$ cat src/rtl/sp_cmp_sign_unit.sv
module sp_cmp_sign_unit #(
  parameter int W = 32,
  parameter int EXP_W = 8,
  parameter int FLAG_W = 5
) (
  input  logic              clk,
  input  logic              rst_n,
  input  logic              in_valid,
  input  logic [2:0]        op_sel,
  input  logic [W-1:0]      src_a,
  input  logic [W-1:0]      src_b,
  output logic              out_valid,
  output logic [W-1:0]      result,
  output logic [1:0]        cc,
  output logic              cc_we,
  output logic [FLAG_W-1:0] exc_flags
);
  localparam int FRAC_W = W - 1 - EXP_W;
  localparam int SIGN = W - 1;
  localparam int QBIT = FRAC_W - 1;
  localparam logic [2:0] OP_CMPQ = 3'd0;
  localparam logic [2:0] OP_CMPS = 3'd1;
  localparam logic [2:0] OP_MOV  = 3'd2;
  localparam logic [2:0] OP_NEG  = 3'd3;
  localparam logic [2:0] OP_ABS  = 3'd4;
  localparam logic [FLAG_W-1:0] FLAG_INV = FLAG_W'(1) << (FLAG_W - 1);
  localparam logic [W-1:0] SIGN_MASK = {1'b1, {(W-1){1'b0}}};

  logic a_nan, b_nan, a_snan, b_snan, unord, both_zero, mag_lt, is_cmp, raise_inv;
  logic [1:0] cc_n;
  logic [W-1:0] res_n;

  assign a_nan  = (&src_a[SIGN-1:FRAC_W]) & (|src_a[FRAC_W-1:0]);
  assign b_nan  = (&src_b[SIGN-1:FRAC_W]) & (|src_b[FRAC_W-1:0]);
  assign a_snan = a_nan & ~src_a[QBIT];
  assign b_snan = b_nan & ~src_b[QBIT];
  assign unord  = a_nan | b_nan;
  assign both_zero = ~(|src_a[SIGN-1:0]) & ~(|src_b[SIGN-1:0]);
  assign mag_lt = src_a[SIGN-1:0] < src_b[SIGN-1:0];
  assign is_cmp = (op_sel == OP_CMPQ) || (op_sel == OP_CMPS);
  assign raise_inv = unord & ((op_sel == OP_CMPS) | a_snan | b_snan);

  always_comb begin
    if (unord)                          cc_n = 2'd3;
    else if (both_zero || src_a == src_b) cc_n = 2'd0;
    else if (src_a[SIGN] != src_b[SIGN]) cc_n = src_a[SIGN] ? 2'd1 : 2'd2;
    else                                cc_n = (mag_lt ^ src_a[SIGN]) ? 2'd1 : 2'd2;
  end

  always_comb begin
    case (op_sel)
      OP_MOV:  res_n = src_b;
      OP_NEG:  res_n = src_b ^ SIGN_MASK;
      OP_ABS:  res_n = src_b & ~SIGN_MASK;
      default: res_n = '0;
    endcase
  end

  always_ff @(posedge clk) begin
    if (!rst_n) begin
      out_valid <= 1'b0;
      result    <= '0;
      cc        <= '0;
      cc_we     <= 1'b0;
      exc_flags <= '0;
    end else begin
      out_valid <= in_valid;
      cc_we     <= in_valid & is_cmp;
      exc_flags <= (in_valid & is_cmp & raise_inv) ? FLAG_INV : '0;
      if (in_valid) result <= res_n;
      if (in_valid && is_cmp) cc <= cc_n;
    end
  end
endmodule

$ cat config.mk
export PLATFORM = sky130hd
export DESIGN_NAME = sp_cmp_sign_unit
export DESIGN_NICKNAME = d
export VERILOG_FILES = /design/src/rtl/sp_cmp_sign_unit.sv
export SDC_FILE = /design/constraint.sdc
export NUM_CORES = 1
export LEC_CHECK = 0
export BUFFER_PORTS_ARGS = -buffer_cell sky130_fd_sc_hd__buf_2
export CAP_MARGIN = 5
export CORE_MARGIN = 2
export CORE_UTILIZATION = 30
export DETAILED_ROUTE_END_ITERATION = 10
export GPL_TIMING_DRIVEN = 0
export PLACE_DENSITY_LB_ADDON = 0.1
export SYNTH_ARGS = -nofsm -noshare
export SYNTH_HDL_FRONTEND = slang
export SYNTH_SLANG_ARGS = --single-unit
$ cat constraint.sdc
create_clock -name clk -period 2.2 [get_ports clk]
set_input_delay 0.11 -clock clk [delete_from_list [all_inputs] [get_ports clk]]
set_output_delay 0.11 -clock clk [all_outputs]
set_load 0.01 [all_outputs]
# After elaboration in Yosys (flattened, before gate mapping)
# Cells that the tools add are included.
[totals]
register_bits = 41
latch_bits = 0
mem_bits_rw = 0
rom_bits = 0
input_bits = 70
out_inout_bits = 41
word_cells = 46
memories = 0
[classes]
add_sub_neg = 0
multipliers = 0
n_div = 0
n_lt_le_gt_ge = 1
n_eq_ne = 6
n_shift = 0
n_mux = 7
n_bitwise = 17
reduce_logical = 10
[op_table]
columns = ["operator", "count"]
rows = [
  ["$pmux 32 s3", 1],
  ["$reduce_or 31->1", 2],
  ["$reduce_or 23->1", 2],
  ["$eq 32x32->1", 1],
  ["$lt 31x31->1", 1],
  ["$reduce_and 8->1", 2],
  ["$mux 2", 5],
  ["$and 1x1->1", 8],
  ["$eq 3x2->1 const B", 2],
  ["$mux 5", 1],
  ["$not 1->1", 5],
  ["$eq 3x1->1 const B", 1],
  ["$eq 3x3->1 const B", 1],
  ["$logic_not 3->1", 1],
  ["$or 1x1->1", 3],
  ["$logic_or 1x1->1", 2],
  ["$logic_and 1x1->1", 1],
  ["$ne 1x1->1", 1],
  ["$xor 1x1->1", 1],
]

# Longest topological paths before layout
# Gate-level depths: netlist of run 1.
[depth]
ltp_word = 8
depth_mapped = 9
mapped_depth_nobuf = 9

# Worst setup path before layout of run 1
# OpenSTA, ideal clock, no wires.
[synth_path]
kind = "input to register"
from = "input port src_b[30]"
to = "register cc[0]"
setup_time_ps = 121
arrival_ps = 1548
t_required_ps = 2079
setup_slack_ps = 531
stages = 8
n_path_buf = 0
path_cell_list = "inv_1 -> ha_1 -> nand3_2 -> or4_4 -> nor3_2 -> a31oi_1 -> nand4b_1 -> nand3_1"
[synth_via]
elab_chain_cells = 6
word_cells_on_any_way = 14
cone_classes = "order compare: 1; eq/ne: 1; mux: 4; bitwise: 5; reduce/logical: 3"
[synth_rtl]
columns = ["element", "line", "rtl"]
rows = [
  ["from (decl)", "11", "input logic [W-1:0] src_b,"],
  ["$lt 31x31->1 / $reduce_or 31->1 (equally long branches)", "39, 38", ""],
  ["$xor 1x1->1 / $not 1->1 (equally long branches)", "47, 38", ""],
  ["$mux 2 / $and 1x1->1 (equally long branches)", "47, 38", ""],
  ["$mux 2 / $logic_or 1x1->1 (equally long branches)", "46, 45", ""],
  ["$mux 2", "45", "else if (both_zero || src_a == src_b) cc_n = 2'd0;"],
  ["$mux 2 *", "44", "if (unord) cc_n = 2'd3;"],
  ["to (signal assigned)", "71", "if (in_valid && is_cmp) cc <= cc_n;"],
  ["to (decl)", "14", "output logic [1:0] cc,"],
]
# Every way passes the cells marked *; elsewhere a longest branch is shown, timed or not.
# A chain may end at the register's enable or synchronous reset.

# Final worst setup path of run 1
[layout_path]
from = "input port src_b[22]"
to = "register cc[1]"
# Same word-level chain as after synthesis.

==> impl_metrics.json, run 1 <==
{
  "outcome": "completed",
  "tightestPinTransition_ns": 0.5273,
  "seqPwrFrac_pct": 43.4,
  "fillCellCount": 882,
  "wl_um": 7521,
  "vdd_drop_max_v": 0.0002177,
  "p_comb_share_pct": 23.5,
  "antenna_cells": 0,
  "worstHoldPathType": "primary input to flop",
  "clk_path_buf_depth": 2,
  "antenna_found_initial": 0,
  "syn_inst": 313,
  "vias_per_cell": 4.665,
  "p_sw_mw": 0.4817,
  "path_class": "primary input to flop",
  "io_buffers": 106,
  "synth_edf_count": 0,
  "fin_setup_tns_ns": 0,
  "synthArstFlopShare_pct": 0,
  "clk_pin_slew_ns": 0.07,
  "drt_iter0_drc": 36,
  "vias": 2496,
  "first_pass_iters": 4,
  "worstPathRequired_ns": 2.38,
  "p_clk_share_pct": 33.1,
  "die_y_um": 95.22,
  "placedCellCount": 527,
  "layout_min_cycle_time_ns": 1.691,
  "p_leak_nw": 1.595,
  "grt_pass1_vias": 2354,
  "drive_gt1_share_pct": 28.84,
  "finalSetupViolations": 0,
  "worstPathArrival_ns": 1.87,
  "period_share_pct": 76.87,
  "holdBufCountCts": 0,
  "grt_max_degree": 12,
  "post_cts_buffers": 0,
  "gr-total-overflow": 0,
  "path_max_fanout": 4,
  "cts-resized-gates": 0,
  "routedWlPerCell_um": 14.06,
  "max_slew_margin_pct": 64.85,
  "cts_tree": "done",
  "instances_no_fill": 535,
  "hpwlAfterDp_um": 6263,
  "internal_power_mw": 1.148,
  "hold_viol_final": 0,
  "io_pins": 111,
  "cap_violations": 0,
  "report.final.slew_viol_count": 0,
  "fmax_mhz": 591.3,
  "initial_core_util_pct": 30.69,
  "power.density_nw_per_um2": 498.2,
  "yosysWarnings": 0,
  "crit_path_end_kind": "flop",
  "clkLatencyLatePin_ns": 0.29,
  "clock-root-buffer": "clkbuf_8",
  "utilization_pct": 40.21,
  "synth_area_per_cell_um2": 7.975,
  "final_common_cell": "buf_2",
  "routabilityCongestion": 0.8391,
  "die_area_um2": 9066,
  "fp.dieW_um": 95.22,
  "grt.total_usage_pct": 17.03,
  "areaGrowthSynthToFinish_pct": 31.03,
  "ys.flop_type": "dfxtp_1",
  "grt_pass1_wl_um": 11810,
  "seq_area_frac_synth_pct": 29.67,
  "row_count": 33,
  "final_cell_mix": "buf_2 (106), nor2b_1 (64), a21oi_1 (48)",
  "worstSetupStartpointType": "primary input",
  "fin_nets": 530,
  "fin_worst_skew_ns": 0,
  "clock-sinks": 37,
  "cts_buffers": 5,
  "core_area_um2": 8134,
  "p_sw_share_pct": 29.56,
  "rsz0062_at_grt": "no",
  "remaining_drc_errors": 0,
  "synth_cell_types": 37,
  "drtAntennaViolNets": 0,
  "h-tree-depth": 2,
  "synth_area_um2": 2496,
  "ys_seq_elements": 37,
  "p_total_mw": 1.630
}
-- synth_stat cells (2+ instances only) --
master,count,area share (%)
nor2_1,5,0.75
ha_1,31,16
buf_4,4,1.2
or3_1,2,0.50
o21ai_0,5,1.0
clkbuf_1,9,1.4
and2_1,3,0.75
nand4b_1,2,0.70
xor2_1,2,0.70
nand2_1,13,2.0
nand4_1,10,2.5
nor2b_1,64,16
dfxtp_1,37,30
nand3_1,7,1.4
o21a_1,3,0.90
a21oi_1,48,9.6
nor4_1,14,3.5
inv_1,31,4.7
nor3_1,5,1.0
-- worst max-delay path, stage by stage --
cell       delay, ns
buf_2           0.17
inv_1           0.06
ha_1            0.31
nand4_1         0.12
or4_4           0.50
nor3_2          0.18
a31oi_1         0.20
nand4bb_1       0.15
nand3_1         0.07
-- metal layers --
metal | global-route usage (%) | wire length [um] | vias up
met5 | 0 | 0 | -
met3 | 3.399 | 491 | 6
met4 | 4.710 | 92 | 0
li1 | - | - | 1307
met1 | 23.41 | 3535 | 1117
met2 | 27.05 | 3402 | 66
-- state kept, by name, summed over array words and instances (netlist names) --
| name | count |
|---|---|
| result | 32 |
| cc | 2 |
| cc_we | 1 |
| exc_flags | 1 |
| out_valid | 1 |
-- cell type report --
| cell class | instances | area [um2] | share of cell area (%) |
|---|---|---|---|
| Timing Repair Buffer | 106 | 530.5 | 16.22 |
| Tap cell | 105 | 131.4 | 4.017 |
| Clock inverter | 1 | 5.005 | 0.1530 |
| Sequential cell | 37 | 740.7 | 22.65 |
| Clock buffer | 7 | 96.34 | 2.946 |
| Buffer | 13 | 63.81 | 1.951 |
| Multi-Input combinational cell | 235 | 1587 | 48.51 |
| Inverter | 31 | 116.4 | 3.558 |
-- cells by family (layout without fill, tap and decap cells) --
kind of cell / Yosys count / count (layout) / share of synthesized area (%)
AND/OR/NAND/NOR: 134 / 134 / 32.53
AO/OA/AOI/OAI: 64 / 64 / 14.19
buffers and inverters: 44 / 158 / 7.218
flip-flops: 37 / 37 / 29.67
adder cells (fa/ha/maj): 31 / 31 / 15.54
XOR/XNOR: 2 / 2 / 0.7019
other: 1 / 4 / 0.1502
-- worst paths after layout --
path | startpoint | to | slack [ns] | cells after the start
max | src_b[22] | cc[1] | 0.51 | 9
min | src_b[13] | result[13] | 0.1 | 3
max reg2reg | cc[1] | cc[1] | 1.41 | 3
min reg2reg | result[31] | result[31] | 0.48 | 2
-- per-stage QoR --
stage	hold WS, ns	worst slack, ns	instance area [um2]
global placement	0.4008	0.2125	3169
detailed placement	0.4041	0.1975	3169
CTS	0.09292	0.5127	3271
floorplan	0.2382	0.5314	2507
global route	0.1109	0.3902	3271
finish	0.09908	0.5089	3271
-- power by group through the flow --
stage               Clock, mW  Sequential (mW)  Combinational [mW]
CTS                     0.562            0.707               0.389
detailed placement          0            0.722               0.387
floorplan                   0            0.734               0.194
global route            0.591            0.710               0.439
finish                  0.540            0.707               0.383
global placement            0            0.722               0.384
Power figures use the tool's default switching activity.
==> inputs of run 2 (changes only) <==
- clock period: 2.2 -> 1.6 ns (I/O delays scaled with it)
==> impl_metrics.json, run 2 (synthesized netlist as in run 1, its figures left out) <==
{
  "outcome": "completed",
  "multi_input_area_um2": 1734,
  "report.final.slew_viol_count": 0,
  "top_regs": "result: 32 flops, cc: 2 flops",
  "gr-total-overflow": 0,
  "p_leak_nw": 1.641,
  "antenna_found_initial": 0,
  "tightestPinTransition_ns": 0.5128,
  "fin_nets": 532,
  "largest_register": "result",
  "power.density_nw_per_um2": 638.1,
  "antenna_cells": 0,
  "instances_no_fill": 536,
  "fp.dieW_um": 95.22,
  "final_area_um2": 3522,
  "first_pass_iters": 4,
  "fin_setup_tns_ns": 0,
  "core_area_um2": 8134,
  "worstPathArrival_ns": 1.76,
  "place_area_um2": 3272,
  "io_pins": 111,
  "grt_pass1_wl_um": 12010,
  "cpLargestDelayFamily": "simple AND/OR/NAND/NOR gates",
  "clock-root-buffer": "clkbuf_8",
  "routabilityCongestion": 0.8381,
  "max_slew_margin_pct": 65.82,
  "worstHoldPathType": "primary input to flop",
  "die_y_um": 95.22,
  "routedWlPerCell_um": 14.41,
  "clkLatencyLatePin_ns": 0.29,
  "initial_core_util_pct": 30.69,
  "layout_min_cycle_time_ns": 1.522,
  "cpMaxStageDelayCell": "or4_4",
  "fmax_mhz": 656.9,
  "finalSetupViolations": 0,
  "die_area_um2": 9066,
  "cts_buffers": 5,
  "setup_ws_ns": 0.07779,
  "period_share_pct": 95.14,
  "clk_pin_slew_ns": 0.07,
  "placedCellCount": 527,
  "slowest_delay_ns": 0.57,
  "vias": 2517,
  "worstSetupStartpointType": "primary input",
  "largest_reg_flops": 32,
  "vias_per_cell": 4.696,
  "fin_hold_ws_ns": 0.06600,
  "io_buffers": 106,
  "drtAntennaViolNets": 0,
  "clock-sinks": 37,
  "final_cell_mix": "buf_2 (94), nor2b_1 (64), a21oi_1 (48)",
  "areaGrowthSynthToFinish_pct": 41.10,
  "row_count": 33,
  "drt_iter0_drc": 65,
  "vdd_drop_max_v": 0.0003099,
  "hold_viol_final": 0,
  "path_class": "primary input to flop",
  "hpwlAfterDp_um": 6288,
  "crit_path_end_kind": "flop",
  "crit_path_cell_trace": "buf_8 > inv_4 > ha_4 > nand4_1 > or4_4 > nor3_4 > a21oi_2 > nand4bb_1 > nand3_1",
  "dp_slack_ns": -0.4074,
  "grt.total_usage_pct": 17.26,
  "grt_max_degree": 11,
  "wl_um": 7726,
  "h-tree-depth": 2,
  "remaining_drc_errors": 0,
  "grt_pass1_vias": 2494,
  "clk_path_buf_depth": 2,
  "path_max_fanout": 4,
  "fin_worst_skew_ns": 0,
  "worstPathRequired_ns": 1.83,
  "utilization_pct": 43.30,
  "p_total_mw": 2.247,
  "cts_tree": "done",
  "seq_area_um2": 740.7,
  "crit_buf_inv": 2,
  "final_common_cell": "buf_2",
  "drive_gt1_share_pct": 33.41,
  "cap_violations": 0,
  "fillCellCount": 862
}
[run 2: cell types whose count changed in the layout (fill, tap and decap cells not counted), sizes merged]
cell,before,now
clkinv,1,0
buf,110,112
[run 2: worst min-delay path: cells and delay by family]
| family | cells | cell delay [ns] |
|---|---|---|
| simple gates | 1 | 0.09 |
| buf+inv | 1 | 0.09 |
| compound gates | 1 | 0.05 |
[run 2: final cells by class]
class,instances,area share [%]
Inverter,31,3.872
Sequential cell,37,21.03
Clock buffer,7,2.451
Buffer,13,1.812
Timing Repair Buffer,108,17.87
Multi-Input combinational cell,235,49.24
Tap cell,105,3.730
[run 2: repair_timing]
item | 4_1_cts | 5_1_grt
gates resized for setup | 1 | 41
buffers inserted | 0 | 2
setup endpoints to repair | 2 | 2
hold buffers | 0 | 0
pin swaps | 1 | 12
[run 2: final timing paths]
path | cells past startpoint | start | slack, ns | endpoint
worst max-delay path | 9 | src_b[21] | 0.08 | cc[1]
worst min-delay path | 3 | src_b[29] | 0.07 | result[29]
worst max register to register | 3 | cc[0] | 0.79 | cc[0]
worst min register to register | 2 | result[31] | 0.49 | result[31]
[run 2: per-layer routing]
metal  up-vias  wire, um  track usage, %
met1      1136      3663           22.64
li1       1310         -               -
met5         -         0               0
met3         7       390           3.320
met2        64      3588           28.93
met4         0        84           4.589
[run 2: report_power, final]
part	internal (mW)	leakage (nW)	switching, mW
clock network	0.342	0.0443	0.327
registers	0.956	0.301	0.0150
logic	0.282	1.30	0.325
total	1.58	1.64	0.667
